==> config.mk <==
export PLATFORM = sky130hd
export DESIGN_NAME = scsi_cfg_ctrl
export DESIGN_NICKNAME = d
export VERILOG_FILES = /design/src/rtl/scsi_cfg_pkg.sv /design/src/rtl/cfg_regs.sv /design/src/rtl/tx_path.sv /design/src/rtl/rx_parity_chk.sv /design/src/rtl/bus_rst_unit.sv /design/src/rtl/scsi_cfg_ctrl.sv
export SDC_FILE = /design/constraint.sdc
export NUM_CORES = 1
export LEC_CHECK = 0
export BUFFER_PORTS_ARGS = -buffer_cell sky130_fd_sc_hd__buf_2
export CAP_MARGIN = 20
export CORE_UTILIZATION = 28
export DETAILED_ROUTE_END_ITERATION = 8
export GPL_ROUTABILITY_DRIVEN = 0
export PLACE_DENSITY_LB_ADDON = 0.15
export SLEW_MARGIN = 20
export SYNTH_ARGS = -nofsm -noshare
export SYNTH_HDL_FRONTEND = slang
export SYNTH_SLANG_ARGS = --single-unit
==> constraint.sdc <==
create_clock -name clk -period 3.33 [get_ports clk]
set_input_delay 0.333 -clock clk [delete_from_list [all_inputs] [get_ports clk]]
set_output_delay 0.333 -clock clk [all_outputs]
set_load 0.02 [all_outputs]
==> src/rtl/scsi_cfg_pkg.sv <==
package scsi_cfg_pkg;
  localparam int DATA_W = 8;
  localparam int ADDR_W = 4;
  localparam int ID_W   = 3;
  localparam int STAT_W = 2;

  localparam logic [ADDR_W-1:0] OFS_STATUS = 4'h4;
  localparam logic [ADDR_W-1:0] OFS_CTRL   = 4'h8;
  localparam logic [ADDR_W-1:0] OFS_TEST   = 4'hA;

  localparam int STAT_PERR   = 0;
  localparam int STAT_RSTIRQ = 1;

  typedef struct packed {
    logic            ext_setup;
    logic            rst_irq_mask;
    logic            par_force;
    logic            par_check;
    logic            self_test;
    logic [ID_W-1:0] bus_id;
  } cfg_word_t;
endpackage

==> src/rtl/cfg_regs.sv <==
module cfg_regs
  import scsi_cfg_pkg::*;
(
  input  logic              clk,
  input  logic              rst_any,
  input  logic [ADDR_W-1:0] host_addr,
  input  logic [DATA_W-1:0] host_wdata,
  input  logic              host_wr,
  input  logic              host_rd,
  input  logic [STAT_W-1:0] status_in,
  output logic [DATA_W-1:0] host_rdata,
  output cfg_word_t         cfg,
  output logic              status_rd
);
  logic [DATA_W-1:0] test_q;
  logic [ID_W-1:0]   id_q;
  logic              ext_q, mask_q, force_q, check_q, st_q;
  logic              wr_cfg, wr_test;
  logic [DATA_W-1:0] rd_mux;

  assign wr_cfg    = host_wr && (host_addr == OFS_CTRL);
  assign wr_test   = host_wr && (host_addr == OFS_TEST) && st_q;
  assign status_rd = host_rd && (host_addr == OFS_STATUS);

  // Mode bits: cleared by either reset.
  always_ff @(posedge clk) begin
    if (rst_any) begin
      ext_q   <= 1'b0;
      mask_q  <= 1'b0;
      force_q <= 1'b0;
      check_q <= 1'b0;
      st_q    <= 1'b0;
    end else if (wr_cfg) begin
      ext_q   <= host_wdata[7];
      mask_q  <= host_wdata[6];
      force_q <= host_wdata[5];
      check_q <= host_wdata[4];
      st_q    <= st_q | host_wdata[3];
    end
  end

  // Bus ID: untouched by any reset.
  always_ff @(posedge clk) begin
    if (wr_cfg) id_q <= host_wdata[ID_W-1:0];
  end

  always_ff @(posedge clk) begin
    if (rst_any)      test_q <= '0;
    else if (wr_test) test_q <= host_wdata;
  end

  assign cfg = '{ext_setup: ext_q, rst_irq_mask: mask_q, par_force: force_q,
                 par_check: check_q, self_test: st_q, bus_id: id_q};

  always_comb begin
    rd_mux = '0;
    unique case (host_addr)
      OFS_CTRL:   rd_mux = cfg;
      OFS_STATUS: rd_mux = {{(DATA_W-STAT_W){1'b0}}, status_in};
      OFS_TEST:   rd_mux = st_q ? test_q : '0;
      default:    rd_mux = '0;
    endcase
  end

  always_ff @(posedge clk) begin
    if (rst_any)      host_rdata <= '0;
    else if (host_rd) host_rdata <= rd_mux;
  end

  AST_SELFTEST_STICKY: assert property (@(posedge clk) disable iff (rst_any)
    st_q |=> st_q);
  AST_TEST_LOCKED: assert property (@(posedge clk) disable iff (rst_any)
    !st_q && !wr_cfg |=> $stable(test_q));
endmodule

==> src/rtl/tx_path.sv <==
module tx_path
  import scsi_cfg_pkg::*;
#(
  parameter int BASE_SETUP = 1
) (
  input  logic              clk,
  input  logic              rst_any,
  input  logic              ext_setup,
  input  logic              par_force,
  input  logic              tx_load,
  input  logic [DATA_W-1:0] tx_data,
  output logic [DATA_W-1:0] tx_bus_data,
  output logic              tx_bus_par,
  output logic              tx_strobe
);
  localparam int CNT_W = $clog2(BASE_SETUP + 2);
  localparam logic [CNT_W-1:0] SETUP_N = CNT_W'(BASE_SETUP);
  localparam logic [CNT_W-1:0] SETUP_X = CNT_W'(BASE_SETUP + 1);

  logic [CNT_W-1:0] cnt_q;
  logic             busy, accept, par_odd;

  assign busy    = (cnt_q != '0) || tx_strobe;
  assign accept  = tx_load && !busy;
  assign par_odd = ~(^tx_data);

  always_ff @(posedge clk) begin
    if (rst_any) begin
      tx_bus_data <= '0;
      tx_bus_par  <= 1'b1;
    end else if (accept) begin
      tx_bus_data <= tx_data;
      tx_bus_par  <= par_force ? tx_data[DATA_W-1] : par_odd;
    end
  end

  always_ff @(posedge clk) begin
    if (rst_any) begin
      cnt_q     <= '0;
      tx_strobe <= 1'b0;
    end else if (accept) begin
      cnt_q     <= ext_setup ? SETUP_X : SETUP_N;
      tx_strobe <= 1'b0;
    end else if (cnt_q != '0) begin
      cnt_q     <= cnt_q - 1'b1;
      tx_strobe <= (cnt_q == CNT_W'(1));
    end else begin
      tx_strobe <= 1'b0;
    end
  end

  AST_NO_EARLY_STROBE: assert property (@(posedge clk) disable iff (rst_any)
    accept |=> !tx_strobe);
  AST_EXT_SETUP_GAP: assert property (@(posedge clk) disable iff (rst_any)
    accept && ext_setup |=> ##1 !tx_strobe);
  AST_STROBE_PULSE: assert property (@(posedge clk) disable iff (rst_any)
    tx_strobe |=> !tx_strobe);
  AST_DATA_HELD: assert property (@(posedge clk) disable iff (rst_any)
    (cnt_q != '0) |=> $stable(tx_bus_data));
endmodule

==> src/rtl/rx_parity_chk.sv <==
module rx_parity_chk
  import scsi_cfg_pkg::*;
(
  input  logic              clk,
  input  logic              rst_any,
  input  logic              par_check,
  input  logic              rx_valid,
  input  logic [DATA_W-1:0] rx_data,
  input  logic              rx_par,
  input  logic              info_phase,
  input  logic              initiator,
  input  logic              clr,
  output logic              par_err,
  output logic              atn_out
);
  logic bad, hit;

  assign bad = ~(^{rx_data, rx_par});
  assign hit = par_check && rx_valid && info_phase && bad;

  always_ff @(posedge clk) begin
    if (rst_any) begin
      par_err <= 1'b0;
      atn_out <= 1'b0;
    end else begin
      if (hit)      par_err <= 1'b1;
      else if (clr) par_err <= 1'b0;
      if (hit && initiator) atn_out <= 1'b1;
      else if (clr)         atn_out <= 1'b0;
    end
  end

  AST_PERR_NEEDS_CHECK: assert property (@(posedge clk) disable iff (rst_any)
    !par_err && !(par_check && rx_valid && info_phase) |=> !par_err);
  AST_ATN_INITIATOR: assert property (@(posedge clk) disable iff (rst_any)
    !atn_out && !initiator |=> !atn_out);
endmodule

==> src/rtl/bus_rst_unit.sv <==
module bus_rst_unit (
  input  logic clk,
  input  logic rst_any,
  input  logic rst_irq_mask,
  input  logic bus_rst_in,
  input  logic clr,
  output logic host_irq,
  output logic bus_release
);
  logic prev_q, rise;

  assign rise = bus_rst_in && !prev_q;

  always_ff @(posedge clk) begin
    if (rst_any) begin
      prev_q      <= 1'b0;
      host_irq    <= 1'b0;
      bus_release <= 1'b0;
    end else begin
      prev_q      <= bus_rst_in;
      bus_release <= rise;
      if (rise && !rst_irq_mask) host_irq <= 1'b1;
      else if (clr)              host_irq <= 1'b0;
    end
  end

  AST_IRQ_MASKED: assert property (@(posedge clk) disable iff (rst_any)
    !host_irq && rst_irq_mask |=> !host_irq);
  AST_RELEASE_PULSE: assert property (@(posedge clk) disable iff (rst_any)
    bus_release |=> !bus_release);
endmodule

==> src/rtl/scsi_cfg_ctrl.sv <==
module scsi_cfg_ctrl
  import scsi_cfg_pkg::*;
#(
  parameter int BASE_SETUP = 1
) (
  input  logic              clk,
  input  logic              rst,
  input  logic              soft_rst,
  input  logic [ADDR_W-1:0] host_addr,
  input  logic [DATA_W-1:0] host_wdata,
  input  logic              host_wr,
  input  logic              host_rd,
  output logic [DATA_W-1:0] host_rdata,
  output logic              host_irq,
  input  logic              bus_rst_in,
  output logic              bus_release,
  input  logic              rx_valid,
  input  logic [DATA_W-1:0] rx_data,
  input  logic              rx_par,
  input  logic              info_phase,
  input  logic              initiator,
  output logic              atn_out,
  output logic              par_err,
  input  logic              tx_load,
  input  logic [DATA_W-1:0] tx_data,
  output logic [DATA_W-1:0] tx_bus_data,
  output logic              tx_bus_par,
  output logic              tx_strobe,
  output logic [ID_W-1:0]   my_id
);
  logic              rst_any, status_rd;
  cfg_word_t         cfg;
  logic [STAT_W-1:0] status;

  assign rst_any = rst | soft_rst;
  assign my_id   = cfg.bus_id;

  always_comb begin
    status              = '0;
    status[STAT_PERR]   = par_err;
    status[STAT_RSTIRQ] = host_irq;
  end

  cfg_regs u_regs (
    .clk(clk), .rst_any(rst_any), .host_addr(host_addr), .host_wdata(host_wdata),
    .host_wr(host_wr), .host_rd(host_rd), .status_in(status),
    .host_rdata(host_rdata), .cfg(cfg), .status_rd(status_rd)
  );

  tx_path #(.BASE_SETUP(BASE_SETUP)) u_tx (
    .clk(clk), .rst_any(rst_any), .ext_setup(cfg.ext_setup), .par_force(cfg.par_force),
    .tx_load(tx_load), .tx_data(tx_data), .tx_bus_data(tx_bus_data),
    .tx_bus_par(tx_bus_par), .tx_strobe(tx_strobe)
  );

  rx_parity_chk u_rx (
    .clk(clk), .rst_any(rst_any), .par_check(cfg.par_check), .rx_valid(rx_valid),
    .rx_data(rx_data), .rx_par(rx_par), .info_phase(info_phase),
    .initiator(initiator), .clr(status_rd), .par_err(par_err), .atn_out(atn_out)
  );

  bus_rst_unit u_brst (
    .clk(clk), .rst_any(rst_any), .rst_irq_mask(cfg.rst_irq_mask),
    .bus_rst_in(bus_rst_in), .clr(status_rd), .host_irq(host_irq),
    .bus_release(bus_release)
  );

  AST_RESET_CLEARS: assert property (@(posedge clk)
    rst_any |=> !par_err && !atn_out && !host_irq && !tx_strobe);
  AST_PERR_NO_IRQ: assert property (@(posedge clk) disable iff (rst_any)
    !host_irq && !(bus_rst_in && !cfg.rst_irq_mask) |=> !host_irq);
endmodule

==> reports/qor.txt, run 1 <==
Outcome: completed
Yosys top cell area share: 41.5%
Wire per inst: 13.2 um
CP endpoint kind: register
Critical register-to-register path startpoint: u_tx.cnt_q[0]
Top delay family on crit path: simple AND/OR/NAND/NOR gates
WP data arrival: 1.98 ns
Worst VDD drop: 0.198 mV
Slowest cell on crit path: nand3b_1
Worst-path cell chain: inv_1, ha_1, nand3b_1, nor4b_1, mux2i_1, o311a_1
Switching Share: 25.1%
CTS Hold Bufs: 0
Met2 Track Usage GR: 19.4%
Post-layout util: 36.6%
I/O Buffers: 63
Pre-CTS setup slack: 1.55 ns
Via count: 1541
Vias in the first global route: 1430
Critical path class: register to register
Least-Margin Pin Slew: 0.734 ns
Net Switching: 0.265 mW
H-tree levels: 2
Area of the die: 6870 um^2
DR vias/cell: 4.64
Max stage delay on crit path: 0.40 ns
Top cells by area, synth: dfxtp_1 (42%), a21oi_1 (5.5%), nand2_1 (5.3%)
R2R depth: 6
Post-CTS Setup Bufs: 0
P&R area growth vs syn: 26.7%
Register area share after synthesis: 46.4%
Pwr dens: 455 nW/um^2
Period utilization: 53.7%
Fillers: 683
Flop pwr share: 48.1%
Initial core utilization: 28.8%
Worst EP required: 3.52 ns
Max_cap viols: 0
Internal power: 0.792 mW
Initial antenna violation count: 0
Post-Synthesis Cells: 193
Clk sinks: 41
Most frequent cells in the layout: buf_2 (63), dfxtp_1 (38), nand2_1 (26)
Post-CTS Resized: 0
Worst hold path depth: 1
RSZ-0062 raised after global routing: false
Final setup margin: 1.54 ns
Final min period: 1.79 ns
GR peak layer: met2
Min-Delay Path Class: primary input to register
GR Util met3: 3.78%
Worst-path fanout max: 13
HP Start: host_wdata[2]
Worst reg-to-reg setup slack: 1.54 ns
Clock share of power: 39.1%
Final nets: 295
# rows: 29
#FFs+latches synth: 41
Synth cell types: 38
Worst Path Buf+Inv: 1
Drt drc: 0
Synth Flop Type: dfxtp_1
Critical Path Start Type: register
DRT Wirelength: 4370 um
Slew Viols, Final: 0
Die W: 82.9 um
DR pass1 iterations: 4
Post-synthesis cell area: 1830 um^2
Core Box Area: 6350 um^2
Worst-Skew Late Latency: 0.30 ns
CTS tree: yes
First-pass GRT wire length: 7110 um
EDFF count, synth: 3
Synth area leader: dfxtp_1
Leakage power: 1.00 nW
# diodes: 0
IO Pins: 64
Worst clock skew: 0.0125 ns
Slew margin rel.: 51.1%
Die span in y: 82.9 um
Largest net degree at the start of global routing: 39
GRT Total Usage: 13.0%
Final Hold Fails: 0
Layout cells sized above 1: 30.2%
Clock-pin slew on the worst setup and hold paths: 0.09 ns
TNS Setup: 0 ns
Fraction of registers with async set/reset: 0%
# setup viols final: 0
Commonest non-fill, non-tap cell in the layout: buf_2
CP Launch Point: u_tx.cnt_q[0]
Overflow after GRT: 0
M1 GR Usage: 17.6%
Post-synthesis average cell area: 9.49 um^2
Ys Warns: 0
Max Root-Sink Buffers: 2
Hpwl dp: 3140 um
Critical path depth: 6
Antenna Nets Post-Route: 0
Max Clock Freq: 559 MHz
Mapped Nets: 234
Num CTS Buffers: 5
Clock root cell: clkbuf_8
Comb pwr share: 12.8%
Iteration-0 DRC Markers: 89
==> power groups by stage <==
stage	logic [mW]	clock network, mW	registers, mW
after global placement	0.136	0	0.520
after detailed placement	0.137	0	0.520
after CTS	0.137	0.427	0.508
after global routing	0.149	0.446	0.509
final	0.135	0.414	0.508
after floorplan	0.0796	0	0.527
==> layout make-up <==
class | count | area [um^2] | area share [%]
repair buffers | 64 | 323 | 13.9
clock inverters | 3 | 46.3 | 1.99
flip-flops and latches | 41 | 851 | 36.7
inverters | 4 | 15.0 | 0.647
multi-input cells | 138 | 921 | 39.7
well taps | 77 | 96.3 | 4.15
clock buffers | 5 | 68.8 | 2.96
==> logic make-up after synthesis <==
group / count (synthesis) / share of synthesized area [%]
flops: 41 / 46.4
buf+inv: 14 / 3.28
fa+ha+maj: 2 / 1.37
simple gates: 76 / 21.4
mux: 9 / 4.92
xor+xnor: 12 / 8.40
compound gates: 39 / 14.2
==> sequential cells by signal (all words and copies together), names as in the netlist, 2 cells and up <==
| signal | count |
|---|---|
| u_regs.host_rdata | 8 |
| u_regs.id_q | 3 |
| u_tx.tx_bus_data | 8 |
| u_regs.test_q | 8 |
| u_tx.cnt_q | 2 |
==> routing by layer <==
layer / vias up / share of wire, %
li1: 797 / -
met1: 694 / 51
met2: 43 / 43
met3: 7 / 5.1
met4: 0 / 1.6
met5: - / 0
==> synth_stat cells (2+ instances only) <==
cell,instances
inv_1,4
nor2_1,21
mux2i_1,9
a32oi_1,5
xnor3_1,3
nor3b_1,2
buf_2,3
a211o_1,2
a21oi_1,20
ha_1,2
xnor2_1,8
nand3_1,9
nand2_1,26
a21o_1,2
edfxtp_1,3
dfxtp_1,38
clkbuf_1,5
a2bb2oi_1,5
nand3b_1,5
nor2b_1,3
==> stage by stage <==
stage	area (um^2)	hold slack (ns)	power, mW	std cells
2_1_floorplan	1830	0.393	0.606	193
3_3_place_gp	2210	0.415	0.656	324
3_5_place_dp	2210	0.412	0.656	324
4_1_cts	2320	0.213	1.07	332
5_1_grt	2320	0.209	1.10	332
6_report	2320	0.219	1.06	332
==> path summary, 6_finish.rpt <==
path,to
setup / recovery,u_tx.tx_bus_par
hold / removal,u_regs.id_q[2]
setup reg to reg,u_tx.tx_bus_par
hold reg to reg,u_brst.bus_release
==> worst register-to-register path, cell delays in order, from the launching register on <==
cell	delay, ns
dfxtp_1	0.34
inv_1	0.06
ha_1	0.25
nand3b_1	0.40
nor4b_1	0.37
mux2i_1	0.12
o311a_1	0.13
No activity file was read; power rests on OpenSTA's default activity.
==> inputs of run 2 (changes only) <==
Clock period 3.33 ns to 1.82 ns, I/O delays scaled along.
==> run 2 against run 1 <==
Net effect:
- the flow now finishes with violations (design-rule violations)
- first-iteration DRC count down 63%
- die area unchanged
- global-route usage up 0.47 points
- largest power group unchanged
- highest routed layer unchanged
==> reports/qor.txt, run 2 (same netlist as run 1, synthesis figures left out) <==
Outcome: finished with violations (was completed)
Failing checks: design-rule violations
WP data arrival: 1.63 ns (was 1.98 ns)
IO Pins: 64 (unchanged)
Max_cap viols: 0 (unchanged)
Drt drc: 2 (was 0)
Worst-Skew Late Latency: 0.29 ns (was 0.30 ns)
Hpwl dp: 3450 um (was 3140 um)
Clock root cell: clkbuf_8 (unchanged)
Num CTS Buffers: 5 (unchanged)
# rows: 29 (unchanged)
Post-CTS Setup Bufs: 0 (unchanged)
Switching Share: 22.6% (was 25.1%)
Final Hold Fails: 0 (unchanged)
H-tree levels: 2 (unchanged)
Wire per inst: 13.5 um (was 13.2 um)
First-pass GRT wire length: 7510 um (was 7110 um)
Via count: 1587 (was 1541)
Internal power: 1.59 mW (was 0.792 mW)
Max Root-Sink Buffers: 2 (unchanged)
# diodes: 0 (unchanged)
Iteration-0 DRC Markers: 33 (was 89)
# setup viols final: 0 (unchanged)
Vias in the first global route: 1500 (was 1430)
Clk sinks: 41 (unchanged)
Slew margin rel.: 76.8% (was 51.1%)
Worst-path fanout max: 6 (was 13)
Worst clock skew: 0.0112 ns (was 0.0125 ns)
Post-CTS Resized: 0 (unchanged)
Pwr dens: 862 nW/um^2 (was 455 nW/um^2)
I/O Buffers: 63 (unchanged)
Critical Path Start Type: register (unchanged)
Worst EP required: 1.99 ns (was 3.52 ns)
Antenna Nets Post-Route: 0 (unchanged)
Final nets: 301 (was 295)
Initial core utilization: 28.8% (unchanged)
Net Switching: 0.465 mW (was 0.265 mW)
Comb pwr share: 12.6% (was 12.8%)
Clock share of power: 42.2% (was 39.1%)
Commonest non-fill, non-tap cell in the layout: buf_2 (unchanged)
Slew Viols, Final: 0 (unchanged)
CTS tree: yes (unchanged)
Final min period: 1.45 ns (was 1.79 ns)
Die span in y: 82.9 um (unchanged)
Worst VDD drop: 0.341 mV (was 0.198 mV)
DR pass1 iterations: 6 (was 4)
Layout cells sized above 1: 31.8% (was 30.2%)
GRT Total Usage: 13.5% (was 13.0%)
Leakage power: 1.04 nW (was 1.00 nW)
TNS Setup: 0 ns (unchanged)
Biggest regs: u_regs.host_rdata x8, u_regs.test_q x8, u_tx.tx_bus_data x8 (unchanged)
Initial antenna violation count: 0 (unchanged)
CTS Hold Bufs: 0 (unchanged)
Critical path class: register to register (unchanged)
DRT Wirelength: 4570 um (was 4370 um)
Total chip power: 2.06 mW (was 1.06 mW)
Min-Delay Path Class: primary input to register (unchanged)
Period utilization: 79.9% (was 53.7%)
Core Box Area: 6350 um^2 (unchanged)
Least-Margin Pin Slew: 0.348 ns (was 0.734 ns)
P&R area growth vs syn: 30.2% (was 26.7%)
DR vias/cell: 4.70 (was 4.64)
Post-layout util: 37.6% (was 36.6%)
RSZ-0062 raised after global routing: false (unchanged)
Die W: 82.9 um (unchanged)
Area of the die: 6870 um^2 (unchanged)
Overflow after GRT: 0 (unchanged)
CP endpoint kind: register (unchanged)
Largest net degree at the start of global routing: 21 (was 39)
Most frequent cells in the layout: buf_2 (63), dfxtp_1 (38), nand2_1 (26) (unchanged)
Flop pwr share: 45.2% (was 48.1%)
Max Clock Freq: 688 MHz (was 559 MHz)
Fillers: 666 (was 683)
Clock-pin slew on the worst setup and hold paths: 0.09 ns (about the same)
## run 2: changes by cell type in the layout (fill, tap and decap cells not counted), sizes merged
cell      change
clkinvlp      -1
bufinv        +1
buf           +6
## run 2: layout make-up
type,count,area [um^2],share of cell area [%]
clock buffers,5,68.8,2.89
clock inverters,3,65.1,2.73
inverters,4,15.0,0.630
multi-input cells,138,921,38.6
flip-flops and latches,41,851,35.7
well taps,77,96.3,4.04
repair buffers,70,368,15.4
## run 2: stage by stage
| stage | cells | instance area [um^2] | hold WS, ns | setup WS, ns |
|---|---|---|---|---|
| 3_5_place_dp | 330 | 2250 | 0.383 | 0.383 |
| 6_report | 338 | 2380 | 0.0828 | 0.366 |
| 3_3_place_gp | 330 | 2250 | 0.386 | 0.393 |
| 2_1_floorplan | 193 | 1830 | 0.281 | 0.475 |
| 5_1_grt | 338 | 2380 | 0.0806 | 0.169 |
| 4_1_cts | 338 | 2380 | 0.0783 | 0.362 |
## run 2: worst paths after layout
kind | startpoint | end | slack, ns | cells past startpoint
max reg2reg | u_tx.cnt_q[0] | u_tx.tx_bus_par | 0.37 | 6
min reg2reg | u_brst.prev_q | u_brst.bus_release | 0.42 | 1
max | u_tx.cnt_q[0] | u_tx.tx_bus_par | 0.37 | 6
min | host_wdata[2] | u_regs.id_q[2] | 0.08 | 1
## run 2: critical path, stage by stage, from the launching register on
cell      delay, ns
dfxtp_1        0.33
inv_1          0.06
ha_1           0.27
nand3b_1       0.16
nor4b_1        0.28
mux2i_1        0.12
o311a_1        0.13
## run 2: power groups by stage
| stage | Combinational (mW) | Sequential (mW) | Clock [mW] |
|---|---|---|---|
| after floorplan | 0.146 | 0.964 | 0 |
| after detailed placement | 0.262 | 0.951 | 0 |
| final | 0.259 | 0.929 | 0.868 |
| after global placement | 0.261 | 0.951 | 0 |
| after CTS | 0.263 | 0.930 | 0.891 |
| after global routing | 0.285 | 0.932 | 0.918 |
## run 2: metal layers
| layer | track usage (%) | part of all wire [%] | wire length (um) |
|---|---|---|---|
| met5 | 0 | 0 | 0 |
| met4 | 3.76 | 0.68 | 31 |
| met3 | 3.38 | 5.1 | 235 |
| met2 | 20.4 | 44 | 2010 |
| met1 | 18.9 | 50 | 2290 |
==> inputs of run 3 (changes only) <==
Clock period 1.82 ns to 1.5 ns, I/O delays scaled along.
==> run 3 against run 2 <==
Net effect:
- the run still ends with design-rule violations left
- first-iteration DRC count stayed put
- via count is 1.9% lower
- hold slack worse by 0.036 ns
- clock power is 15% lower
- design area is 0.37% lower
- register-to-register slack worse by 0.17 ns
- sequential power is 22% higher
- worst setup slack worse by 0.17 ns
- final cell count is 1.5% higher
- clock-buffer cell count is 1 higher
- largest cell class unchanged
==> reports/qor.txt, run 3 (same netlist as run 1, synthesis figures left out) <==
Least-Margin Pin Slew: 0.293 ns (was 0.348 ns)
Max Clock Freq: 764 MHz (was 688 MHz)
Critical Path Start Type: register (unchanged)
Largest net degree at the start of global routing: 21 (unchanged)
Clk sinks: 41 (unchanged)
R2r endpoint: u_tx.tx_bus_par (unchanged)
Worst clock skew: 0.00988 ns (was 0.0112 ns)
Worst-path fanout max: 3 (was 6)
RSZ-0062 raised after global routing: false (unchanged)
Critical register-to-register path startpoint: u_tx.cnt_q[0] (unchanged)
P&R area growth vs syn: 29.7% (was 30.2%)
Fillers: 681 (was 666)
# diodes: 0 (unchanged)
Initial core utilization: 28.8% (unchanged)
Drt drc: 2 (unchanged)
Slew margin rel.: 80.5% (was 76.8%)
GRT Total Usage: 13.3% (was 13.5%)
TNS Setup: 0 ns (unchanged)
CTS tree: yes (unchanged)
Die W: 82.9 um (unchanged)
Final min period: 1.31 ns (was 1.45 ns)
Clock root cell: clkbuf_8 (unchanged)
First-pass GRT wire length: 7370 um (was 7510 um)
Die span in y: 82.9 um (unchanged)
Iteration-0 DRC Markers: 33 (unchanged)
Worst-path cell chain: inv_1, ha_1, nand3b_1, nor4b_1, mux2i_1, o311a_1 (unchanged)
# setup viols final: 0 (unchanged)
Hold Path Sink: u_regs.id_q[2] (unchanged)
Worst hold path depth: 1 (unchanged)
Worst EP required: 1.69 ns (was 1.99 ns)
IO Pins: 64 (unchanged)
Overflow after GRT: 0 (unchanged)
Max stage delay on crit path: 0.34 ns (was 0.33 ns)
Min-Delay Path Class: primary input to register (unchanged)
Num CTS Buffers: 5 (unchanged)
Post-CTS Setup Bufs: 0 (unchanged)
Final nets: 306 (was 301)
HP Start: host_wdata[2] (unchanged)
Leakage power: 1.04 nW (about the same)
Final Hold Fails: 0 (unchanged)
H-tree levels: 2 (unchanged)
Most frequent cells in the layout: buf_2 (63), dfxtp_1 (38), nand2_1 (26) (unchanged)
CTS Hold Bufs: 0 (unchanged)
Antenna Nets Post-Route: 0 (unchanged)
Slew Viols, Final: 0 (unchanged)
Vias in the first global route: 1524 (was 1500)
Slowest cell on crit path: dfxtp_1 (unchanged)
WP data arrival: 1.50 ns (was 1.63 ns)
R2R depth: 6 (unchanged)
CP endpoint kind: register (unchanged)
Critical path class: register to register (unchanged)
I/O Buffers: 63 (unchanged)
Max_cap viols: 0 (unchanged)
Area of the die: 6870 um^2 (unchanged)
Worst-Skew Late Latency: 0.30 ns (was 0.29 ns)
Initial antenna violation count: 0 (unchanged)
# rows: 29 (unchanged)
Outcome: finished with violations (unchanged)
Worst VDD drop: 0.315 mV (was 0.341 mV)
Biggest regs: u_regs.host_rdata x8, u_regs.test_q x8, u_tx.tx_bus_data x8 (unchanged)
Period utilization: 87.2% (was 79.9%)
Pwr dens: 919 nW/um^2 (was 862 nW/um^2)
Post-CTS Resized: 0 (unchanged)
Via count: 1557 (was 1587)
Max Root-Sink Buffers: 2 (unchanged)
DR vias/cell: 4.54 (was 4.70)
DRT Wirelength: 4430 um (was 4570 um)
Clock-pin slew on the worst setup and hold paths: 0.09 ns (about the same)
Hpwl dp: 3340 um (was 3450 um)
Commonest non-fill, non-tap cell in the layout: buf_2 (unchanged)
DR pass1 iterations: 6 (unchanged)
Final setup margin: 0.192 ns (was 0.366 ns)
Worst reg-to-reg setup slack: 0.19 ns (was 0.37 ns)
Layout cells sized above 1: 32.7% (was 31.8%)
Failing checks: design-rule violations (unchanged)
Core Box Area: 6350 um^2 (unchanged)
Wire per inst: 12.9 um (was 13.5 um)
Pre-CTS setup slack: 0.103 ns (was 0.383 ns)
## run 3: changes by cell type in the layout (fill, tap and decap cells not counted), sizes merged
cell | previous run | this run
buf | 70 | 75
bufinv | 2 | 0
clkinvlp | 0 | 2
clkbuf | 5 | 6
clkinv | 1 | 0
## run 3: how the worst max path moves through the flow
stage | from | depth (start not counted) | end
after floorplan | u_tx.cnt_q[0] | 6 | u_tx.cnt_q[1]
after global placement | rx_data[1] | 5 | u_rx.atn_out
after detailed placement | rx_data[1] | 5 | u_rx.atn_out
after CTS | u_tx.cnt_q[0] | 7 | u_tx.cnt_q[0]
after global routing | u_tx.cnt_q[1] | 7 | u_tx.tx_bus_data[2]
final | u_tx.cnt_q[0] | 6 | u_tx.tx_bus_par
## run 3: report_power, final
part | internal (mW) | switching, mW
Combinational | 0.158 | 0.162
Clock | 0.328 | 0.407
Sequential | 1.12 | 0.00986
## run 3: worst max-delay path: cells and delay by family (launching register included)
family                   cells  cell delay (ns)
AO/OA/AOI/OAI                1             0.13
adder cells (fa/ha/maj)      1             0.17
buffers and inverters        1             0.06
flip-flops                   1             0.34
multiplexers                 1             0.11
AND/OR/NAND/NOR              2             0.40
## run 3: metrics by stage
stage | utilization, % | hold slack (ns) | cell area, um^2 | power [mW] | cells
finish | 37.4 | 0.0470 | 2380 | 2.18 | 343
CTS | 37.4 | 0.0341 | 2380 | 2.22 | 343
global placement | 36.0 | 0.349 | 2290 | 1.48 | 335
detailed placement | 36.0 | 0.352 | 2290 | 1.48 | 335
global route | 37.4 | 0.0263 | 2380 | 2.29 | 343
floorplan | - | 0.249 | 1830 | 1.35 | 193
## run 3: routing by layer
layer | part of all wire, % | wire length [um] | vias to the layer above | global-route usage, %
met5 | 0 | 0 | - | 0
met4 | 1.1 | 50 | 0 | 4.70
met3 | 3.7 | 162 | 4 | 3.28
met2 | 47 | 2090 | 40 | 21.8
met1 | 48 | 2130 | 695 | 17.0
li1 | - | - | 818 | -
## run 3: area by class of cell
class                      count  area, um^2  area share [%]
timing repair buffer          75         405            17.1
clock inverter                 2        15.0           0.632
inverter                       4        15.0           0.632
sequential                    41         851            35.8
multi-input combinational    138         921            38.8
tap                           77        96.3            4.05
clock buffer                   6        72.6            3.05
